### config.mk
export PLATFORM = sky130hd
export DESIGN_NAME = spi_host_ctrl
export DESIGN_NICKNAME = d
export VERILOG_FILES = /design/src/rtl/spi_host_pkg.sv /design/src/rtl/spi_host_clkdiv.sv /design/src/rtl/spi_host_fifo.sv /design/src/rtl/spi_host_engine.sv /design/src/rtl/spi_host_ctrl.sv
export SDC_FILE = /design/constraint.sdc
export NUM_CORES = 1
export LEC_CHECK = 0
export BUFFER_PORTS_ARGS = -buffer_cell sky130_fd_sc_hd__buf_2
export CORE_ASPECT_RATIO = 1.75
export CORE_MARGIN = 2
export CORE_UTILIZATION = 50
export DETAILED_ROUTE_END_ITERATION = 6
export GPL_TIMING_DRIVEN = 0
export PLACE_DENSITY_LB_ADDON = 0.08
export REMOVE_ABC_BUFFERS = 1
export SETUP_SLACK_MARGIN = 0.4
export SLEW_MARGIN = 20
export SYNTH_ARGS = -nofsm -noshare
export SYNTH_HDL_FRONTEND = slang
export SYNTH_SLANG_ARGS = --single-unit
### constraint.sdc
create_clock -name clk -period 3.9 [get_ports clk]
set_input_delay 0.39 -clock clk [delete_from_list [all_inputs] [get_ports clk]]
set_output_delay 0.39 -clock clk [all_outputs]
set_load 0.05 [all_outputs]
### src/rtl/spi_host_pkg.sv
package spi_host_pkg;

    localparam int BYTE_W = 8;
    localparam int DIV_W  = 4;

    // Register offsets; host software depends on these positions.
    typedef enum logic [2:0] {
        OFF_TXD = 3'd0,
        OFF_RXD = 3'd1,
        OFF_CTL = 3'd2,
        OFF_STA = 3'd3,
        OFF_CSR = 3'd4,
        OFF_ERR = 3'd5
    } reg_off_e;

    typedef struct packed {
        logic             q_en;
        logic [DIV_W-1:0] div;
    } ctl_t;

    // Error bits, held at register bits 4..1 in this order.
    typedef struct packed {
        logic ctl_while_busy;
        logic rx_overlap;
        logic rx_underrun;
        logic tx_overrun;
    } err_t;

    localparam ctl_t CTL_RESET = '{q_en: 1'b1, div: 4'd5};

    function automatic logic [DIV_W-1:0] eff_div(input logic [DIV_W-1:0] d);
        return (d == '0) ? DIV_W'(1) : d;
    endfunction

endpackage

### src/rtl/spi_host_clkdiv.sv
module spi_host_clkdiv
    import spi_host_pkg::*;
#(
    parameter int DW = DIV_W
) (
    input  logic          clk,
    input  logic          rst,
    input  logic          run,
    input  logic [DW-1:0] div,
    output logic          tick
);
    logic [DW-1:0] cnt;
    logic [DW-1:0] lim;

    assign lim  = ((div == '0) ? DW'(1) : div) - DW'(1);
    assign tick = run && (cnt == lim);

    always_ff @(posedge clk) begin
        if (rst || !run || tick) cnt <= '0;
        else                     cnt <= cnt + DW'(1);
    end
endmodule

### src/rtl/spi_host_fifo.sv
module spi_host_fifo #(
    parameter int W     = 8,
    parameter int DEPTH = 4,
    localparam int AW   = (DEPTH > 1) ? $clog2(DEPTH) : 1,
    localparam int CW   = AW + 1
) (
    input  logic          clk,
    input  logic          rst,
    input  logic          push,
    input  logic [W-1:0]  din,
    input  logic          pop,
    output logic [W-1:0]  head,
    output logic [CW-1:0] fill,
    output logic          empty
);
    logic [W-1:0]  mem [DEPTH];
    logic [AW-1:0] wp, rp;

    assign empty = (fill == '0);
    assign head  = mem[rp];

    always_ff @(posedge clk) begin
        if (rst) begin
            wp   <= '0;
            rp   <= '0;
            fill <= '0;
        end else begin
            if (push) begin
                mem[wp] <= din;
                wp      <= (wp == AW'(DEPTH-1)) ? '0 : wp + AW'(1);
            end
            if (pop) rp <= (rp == AW'(DEPTH-1)) ? '0 : rp + AW'(1);
            fill <= fill + CW'(push) - CW'(pop);
        end
    end
endmodule

### src/rtl/spi_host_engine.sv
module spi_host_engine #(
    parameter int W   = 8,
    localparam int EW = $clog2(2*W)
) (
    input  logic         clk,
    input  logic         rst,
    input  logic         tick,
    input  logic         start,
    input  logic         start_rx,
    input  logic [W-1:0] load,
    input  logic         miso,
    output logic         active,
    output logic         is_rx,
    output logic         sck,
    output logic         mosi,
    output logic         done_rx,
    output logic [W-1:0] rx_byte
);
    logic [W-1:0]  tx_sh;
    logic [EW-1:0] edges;
    logic          last;

    assign last    = tick && sck && (edges == EW'(2*W-1));
    assign done_rx = active && is_rx && last;
    assign mosi    = active & tx_sh[W-1];

    always_ff @(posedge clk) begin
        if (rst) begin
            active  <= 1'b0;
            is_rx   <= 1'b0;
            sck     <= 1'b0;
            tx_sh   <= '0;
            rx_byte <= '0;
            edges   <= '0;
        end else if (!active) begin
            sck <= 1'b0;
            if (start) begin
                active <= 1'b1;
                is_rx  <= start_rx;
                tx_sh  <= load;
                edges  <= '0;
            end
        end else if (tick) begin
            edges <= edges + EW'(1);
            if (!sck) begin
                sck     <= 1'b1;
                rx_byte <= {rx_byte[W-2:0], miso};
            end else begin
                sck   <= 1'b0;
                tx_sh <= {tx_sh[W-2:0], 1'b0};
                if (last) active <= 1'b0;
            end
        end
    end
endmodule

### src/rtl/spi_host_ctrl.sv
module spi_host_ctrl
    import spi_host_pkg::*;
#(
    parameter int DEPTH = 4,
    localparam int CW   = ((DEPTH > 1) ? $clog2(DEPTH) : 1) + 1
) (
    input  logic              clk,
    input  logic              rst,
    input  logic              host_we,
    input  logic              host_re,
    input  logic [2:0]        host_addr,
    input  logic [BYTE_W-1:0] host_wdata,
    output logic [BYTE_W-1:0] host_rdata,
    output logic              spi_sck,
    output logic              spi_mosi,
    input  logic              spi_miso,
    output logic              spi_csn
);
    ctl_t              ctl_q;
    err_t              err_q, err_set, err_clr;
    logic              cs_q;
    logic              rx_ready;
    logic [BYTE_W-1:0] rx_data;

    logic [BYTE_W-1:0] head;
    logic [CW-1:0]     fill;
    logic              empty;
    logic              active, is_rx, done_rx, tick;
    logic [BYTE_W-1:0] rx_byte;

    logic wr_tx, wr_rx, wr_ctl, wr_csr, wr_err;
    logic busy, full, tx_drained, rx_go, pop;

    assign wr_tx  = host_we && (host_addr == OFF_TXD);
    assign wr_rx  = host_we && (host_addr == OFF_RXD);
    assign wr_ctl = host_we && (host_addr == OFF_CTL);
    assign wr_csr = host_we && (host_addr == OFF_CSR);
    assign wr_err = host_we && (host_addr == OFF_ERR);

    assign busy       = active | ~empty;
    assign full       = ctl_q.q_en ? (fill == CW'(DEPTH)) : busy;
    assign tx_drained = empty & ~(active & ~is_rx);
    assign rx_go      = wr_rx & ~busy;
    assign pop        = ~active & ~empty;

    assign err_set.tx_overrun     = wr_tx & full;
    assign err_set.rx_underrun    = wr_rx & busy;
    assign err_set.rx_overlap     = rx_go & rx_ready;
    assign err_set.ctl_while_busy = wr_ctl & busy;
    assign err_clr = wr_err ? err_t'(host_wdata[4:1]) : '0;

    spi_host_fifo #(.W(BYTE_W), .DEPTH(DEPTH)) u_fifo (
        .clk  (clk),
        .rst  (rst),
        .push (wr_tx & ~full),
        .din  (host_wdata),
        .pop  (pop),
        .head (head),
        .fill (fill),
        .empty(empty)
    );

    spi_host_clkdiv #(.DW(DIV_W)) u_div (
        .clk (clk),
        .rst (rst),
        .run (active),
        .div (ctl_q.div),
        .tick(tick)
    );

    spi_host_engine #(.W(BYTE_W)) u_eng (
        .clk     (clk),
        .rst     (rst),
        .tick    (tick),
        .start   (pop | rx_go),
        .start_rx(rx_go),
        .load    (rx_go ? '0 : head),
        .miso    (spi_miso),
        .active  (active),
        .is_rx   (is_rx),
        .sck     (spi_sck),
        .mosi    (spi_mosi),
        .done_rx (done_rx),
        .rx_byte (rx_byte)
    );

    always_ff @(posedge clk) begin
        if (rst) begin
            ctl_q    <= CTL_RESET;
            err_q    <= '0;
            cs_q     <= 1'b1;
            rx_ready <= 1'b0;
            rx_data  <= '0;
        end else begin
            if (wr_ctl && !busy) ctl_q <= ctl_t'(host_wdata[DIV_W:0]);
            if (wr_csr)          cs_q  <= host_wdata[0];
            err_q <= (err_q & ~err_clr) | err_set;
            if (done_rx) begin
                rx_data  <= rx_byte;
                rx_ready <= 1'b1;
            end else if (host_re && host_addr == OFF_RXD) begin
                rx_ready <= 1'b0;
            end
        end
    end

    assign spi_csn = cs_q;

    always_comb begin
        case (host_addr)
            OFF_RXD: host_rdata = rx_data;
            OFF_CTL: host_rdata = BYTE_W'(ctl_q);
            OFF_STA: host_rdata = {busy, full, rx_ready, tx_drained, 4'b0000};
            OFF_CSR: host_rdata = BYTE_W'(cs_q);
            OFF_ERR: host_rdata = {3'b000, err_q, 1'b0};
            default: host_rdata = '0;
        endcase
    end
endmodule

==> results of run 1 <==
cell usage in the layout, fill, tap and decap left out, types with 7 or more instances in the layout:
cell       synthesis  layout
inv_1             15      15
dfxtp_1           55      55
ha_1              10      10
a22oi_1            7       7
edfxtp_1          32      32
mux2i_1           26      26
a222oi_1           7       7
a21oi_1            8       8
nor2_1            41      41
a311oi_1           7       7
nand2_1           17      17
buf_2              2      26
clkbuf_16          0       9
mux4_2             8       8
o21ai_0           10      10
cells in the mapped netlist, types with 8 or more instances:
master	instances
dfxtp_1	55
inv_1	15
mux4_2	8
clkbuf_1	8
nor2_1	41
nand2_1	17
mux2i_1	26
edfxtp_1	32
a21oi_1	8
o21ai_0	10
ha_1	10
cell families after synthesis:
group,after synthesis
xor gates and xnor gates,7
AOI/OAI and AO/OA,56
muxes,34
buffers and inverters,30
and+or+nand+nor,104
adders and majority gates,11
DFF,87
sequential cells by signal, indices dropped and copies added (netlist names), named ones only:
register and cells:
spi_csn 1, u_fifo.mem 32, u_fifo.rp 2, rx_data 8, u_eng.edges 4, u_eng.rx_byte 8
u_eng.sck 1, u_fifo.fill 3, u_eng.active 1, u_eng.is_rx 1, ctl_q 5, u_div.cnt 4
u_fifo.wp 2, rx_ready 1, u_eng.tx_sh 8, err_q 4
worst max-delay path, stage by stage (launching register included):
cell and delay, ns:
dfxtp_1 0.86, nor3_1 0.14, nor2_1 0.12, a21oi_1 0.08
nand2_1 0.31, ha_1 0.30, inv_1 0.06, ha_1 0.13
inv_1 0.05, fa_1 0.37, xor2_1 0.17, xnor2_1 0.14
nor2_1 0.05
power groups by stage:
| stage | logic (mW) | clock network [mW] | registers, mW |
|---|---|---|---|
| after global routing | 0.555 | 0.909 | 1.16 |
| after detailed placement | 0.488 | 0 | 1.16 |
| after global placement | 0.478 | 0 | 1.16 |
| after floorplan | 0.384 | 0 | 1.12 |
| final | 0.487 | 0.856 | 1.14 |
| after CTS | 0.493 | 0.877 | 1.14 |
metal layers:
layer  up-vias  track usage (%)  share of wire (%)
met5         -                0                  0
met2        43             33.4                 54
met4         0             7.57                1.1
met1      1224             22.5                 41
li1       1262                -                  -
met3         6             4.03                4.0
metrics by stage:
| stage | hold slack [ns] | std cells | setup slack (ns) |
|---|---|---|---|
| global route | 0.276 | 445 | 0.672 |
| CTS | 0.254 | 445 | 0.932 |
| global placement | 0.449 | 429 | 0.934 |
| finish | 0.270 | 445 | 0.981 |
| detailed placement | 0.455 | 429 | 0.958 |
| floorplan | 0.431 | 315 | 1.36 |
cell type report:
| class | count | share of cell area (%) |
|---|---|---|
| inverter | 16 | 1.38 |
| sequential | 87 | 47.5 |
| multi-input combinational | 212 | 38.7 |
| clock inverter | 6 | 1.61 |
| timing repair buffer | 26 | 3.00 |
| tap | 88 | 2.53 |
| clock buffer | 10 | 5.27 |
worst paths after layout:
path                      startpoint                    endpoint  slack (ns)  cells past startpoint
max          u_eng.active$_SDFF_PP0_   u_fifo.fill[2]$_SDFF_PP0_        0.98                     12
min                    host_wdata[6]  u_fifo.mem[3][6]$_DFFE_PP_        0.27                      1
max reg2reg  u_eng.active$_SDFF_PP0_   u_fifo.fill[2]$_SDFF_PP0_        0.98                     12
min reg2reg      err_q[0]$_SDFF_PP0_         err_q[0]$_SDFF_PP0_        0.46                      2
==> results.cfg, run 1 <==
[synth]
syn_area_um2 = 3840
avgSynthCellArea_um2 = 11.7
synth_compound_area_share_pct = 11.6
yosysSeqAreaShare_pct = 53.7
synth_edf_count = 32
async_flop_share_pct = 0
synthAdderAreaFrac_pct = 3.78
ys_ff_latch = 87
synthXorXnorAreaFrac_pct = 1.99
synth_top_area_share_pct = 28.7
yosys_warnings = 0
synth_top_area_cell = dfxtp_1
synth_area_leaders = dfxtp_1 (29%), edfxtp_1 (25%), mux2i_1 (6.8%)
synthCells = 329
muxShareOfSynthArea_pct = 11.5
synth_top_family_by_area = simple AND/OR/NAND/NOR gates
synth_simple_gate_area_share_pct = 14.3
ys_types = 59
synthFlopType = dfxtp_1

[finish]
postLayoutCoreUtil_pct = 57.8
nNetsFinal = 379
syn2layout_area_growth_pct = 13.1
regArea_um2 = 2060
antenna_cells = 0
final_area_um2 = 4340
drive_gt1_share_pct = 18.2
multiInputGateArea_um2 = 1680
nFillCells = 672

[clocking]
numClockSinks = 87
cts_buffer_depth = 2
clk_latency_ns = 0.33
post_cts_buffers = 0
clockRootBuffer = clkbuf_16
cts_buffers = 9
cts_tree = yes
hold_buffers = 0
htree_levels = 3
clk_pin_slew_ns = 0.06
post_cts_resized = 0

[floorplan]
ios = 27
dieWidth_um = 70.3
rows = 42
initial_core_util_pct = 51.1
dieArea_um2 = 8430
dieHeight_um = 120
core_um2 = 7510

[pwr]
power_frac_clock_pct = 34.5
pwr-share-comb_pct = 19.7
p_sw_mw = 0.726
finalPower_mw = 2.48
cellLeakagePower_nw = 1.63
swShare_pct = 29.3
ir_drop_mv = 0.315
power_density_nw_per_um2 = 571
seq_power_share_pct = 45.8
p_int_mw = 1.75

[place]
numPortBuffers = 26
placed_cell_area_um2 = 4050
dp_hpwl_um = 5290
routabilityCongestion = 0.751

[drt]
drc = 0
num_vias = 2535
routed_wl_um = 7450
firstDrtPassIters = 4
vias_per_cell = 5.70
wire_per_inst_um = 16.7
ant_nets = 0
drt-initial-drc-count = 218

[worst_setup_path]
crit_required_ns = 4.09
crit_fanout = 22
worstSetupStartpointType = register
crit_arrival_ns = 3.11
worstSetupPathType = reg2reg
endpoint_kind = register

[sta]
rsz0062_at_grt = false
slew_viol_final = 0
clock.fmax_ghz = 0.343
period_share_pct = 74.8
tightest_slew_ns = 1.01
setup_tns_ns = 0
setup_violations = 0
worst_clock_skew_ns = 0.00440
hold_viol_final = 0
layout_min_cycle_time_ns = 2.92
slew_headroom_pct = 32.3

[grt]
grt_max_degree = 46
antenna_found_initial = 0
gr-total-overflow = 0
grt.total_usage_pct = 19.1
grt_pass1_vias = 2480
grt_pass1_wl_um = 12300

[worst_hold_path]
worstHoldPathType = in2reg

[flow_run]
max-cap-violations = 0

[run_status]
status = finished, final reports clean
No activity file was read; power rests on OpenSTA's default activity.
==> run 2, diff against run 1 <==
Clock period 3.9 ns to 2.87 ns, I/O delays scaled along.
==> results.cfg, run 2 (synthesis gave the netlist of run 1 again) <==
[drt]
routed_wl_um = 7620
firstDrtPassIters = 5
drc = 0
vias_per_cell = 5.71
num_vias = 2570
ant_nets = 0
wire_per_inst_um = 16.9
drt-initial-drc-count = 214

[sta]
hold_viol_final = 0
setup_violations = 0
worst_clock_skew_ns = 0.00491
slew_headroom_pct = 38.7
clock.fmax_ghz = 0.437
tightest_slew_ns = 0.919
slew_viol_final = 0
setup_tns_ns = 0
rsz0062_at_grt = true
whs_ns = 0.166
layout_min_cycle_time_ns = 2.29
period_share_pct = 79.8

[floorplan]
rows = 42
dieWidth_um = 70.3
initial_core_util_pct = 51.1
ios = 27
dieHeight_um = 120
dieArea_um2 = 8430
core_um2 = 7510

[finish]
syn2layout_area_growth_pct = 15.0
final_cell_mix = dfxtp_1 (54), nor2_1 (39), edfxtp_1 (32), mux2i_1 (26), buf_2 (26)
postLayoutCoreUtil_pct = 58.8
layout.cells.non_filler = 450
antenna_cells = 0
drive_gt1_share_pct = 21.3
nNetsFinal = 384
final_common_cell = dfxtp_1
regMostFlops = u_fifo.mem
nFillCells = 668
largest_reg_flops = 32

[worst_setup_path]
worstSetupPathType = reg2reg
endpoint_kind = register
cpPeakStageDelay_ns = 0.41
crit_slowest_cell = a222oi_1
cpLargestDelayFamily = compound AO/OA/AOI/OAI gates
crit_arrival_ns = 2.46
worstSetupStartpointType = register
crit_fanout = 15
crit_required_ns = 3.04
cp_cell_sequence = nor3_1, nor2_1, ha_1, xnor2_1, nor2_4, o2111ai_4, a222oi_1, a311oi_1
cp.buffers_inverters = 0

[clocking]
hold_buffers = 0
clockRootBuffer = clkbuf_16
cts_buffers = 9
cts_buffer_depth = 2
clk_latency_ns = 0.34
numClockSinks = 87
htree_levels = 3
cts_tree = yes
clk_pin_slew_ns = 0.06

[run_status]
status = finished, final reports clean

[pwr]
ir_drop_mv = 0.441
power_density_nw_per_um2 = 777
cellLeakagePower_nw = 1.66

[grt]
grt_pass1_vias = 2500
grt_max_degree = 46
grt.total_usage_pct = 19.1
antenna_found_initial = 0
grt_pass1_wl_um = 12300
gr-total-overflow = 0

[place]
placed_cells = 429
routabilityCongestion = 0.751
numPortBuffers = 26
dp_hpwl_um = 5290

[flow_run]
max-cap-violations = 0

[worst_hold_path]
worstHoldPathType = in2reg
-- run 2: final timing paths --
path / startpoint / endpoint / slack [ns] / depth (start not counted)
max: ctl_q[1]$_SDFFE_PP0P_ / u_eng.tx_sh[7]$_SDFFE_PP0P_ / 0.58 / 8
min: host_wdata[6] / u_fifo.mem[3][6]$_DFFE_PP_ / 0.17 / 1
max reg2reg: ctl_q[1]$_SDFFE_PP0P_ / u_eng.tx_sh[7]$_SDFFE_PP0P_ / 0.58 / 8
min reg2reg: err_q[0]$_SDFF_PP0_ / err_q[0]$_SDFF_PP0_ / 0.46 / 2
-- run 2: routing by layer --
layer / track usage (%) / vias to the layer above / share of wire, %
li1: - / 1271 / -
met1: 22.3 / 1250 / 42
met2: 33.7 / 43 / 54
met3: 4.03 / 6 / 3.0
met4: 7.57 / 0 / 1.1
met5: 0 / - / 0
-- run 2: final cells by class --
cell class | instances | area [µm²] | share of cell area (%)
Tap cell | 88 | 110 | 2.49
Clock inverter | 6 | 70.1 | 1.59
Inverter | 16 | 60.1 | 1.36
Clock buffer | 10 | 229 | 5.18
Multi-Input combinational cell | 212 | 1710 | 38.7
Sequential cell | 87 | 2070 | 46.7
Timing Repair Buffer | 31 | 174 | 3.94
-- run 2: worst register-to-register path, stage by stage (launching register included) --
cell	delay [ns]
dfxtp_1	0.38
nor3_1	0.21
nor2_1	0.07
ha_1	0.30
xnor2_1	0.17
nor2_4	0.21
o2111ai_4	0.29
a222oi_1	0.42
a311oi_1	0.09
-- run 2: per-stage QoR --
stage / power (mW) / instance area (µm²) / setup slack [ns]
2_1_floorplan: 2.05 / 3780 / 0.437
3_3_place_gp: 2.22 / 4020 / -0.0964
3_5_place_dp: 2.24 / 4050 / -0.0724
4_1_cts: 3.43 / 4370 / 0.431
5_1_grt: 3.62 / 4420 / 0.370
6_report: 3.43 / 4420 / 0.580
-- run 2: where the power goes --
part | internal [mW] | switching (mW)
clock network | 0.681 | 0.485
logic | 0.342 | 0.385
registers | 1.39 | 0.145
total | 2.42 | 1.02
-- run 2: what timing repair did --
item	CTS	global route
setup endpoints to repair	43	8
buffers inserted	1	4
resized for setup	5	4
pin swaps	0	4
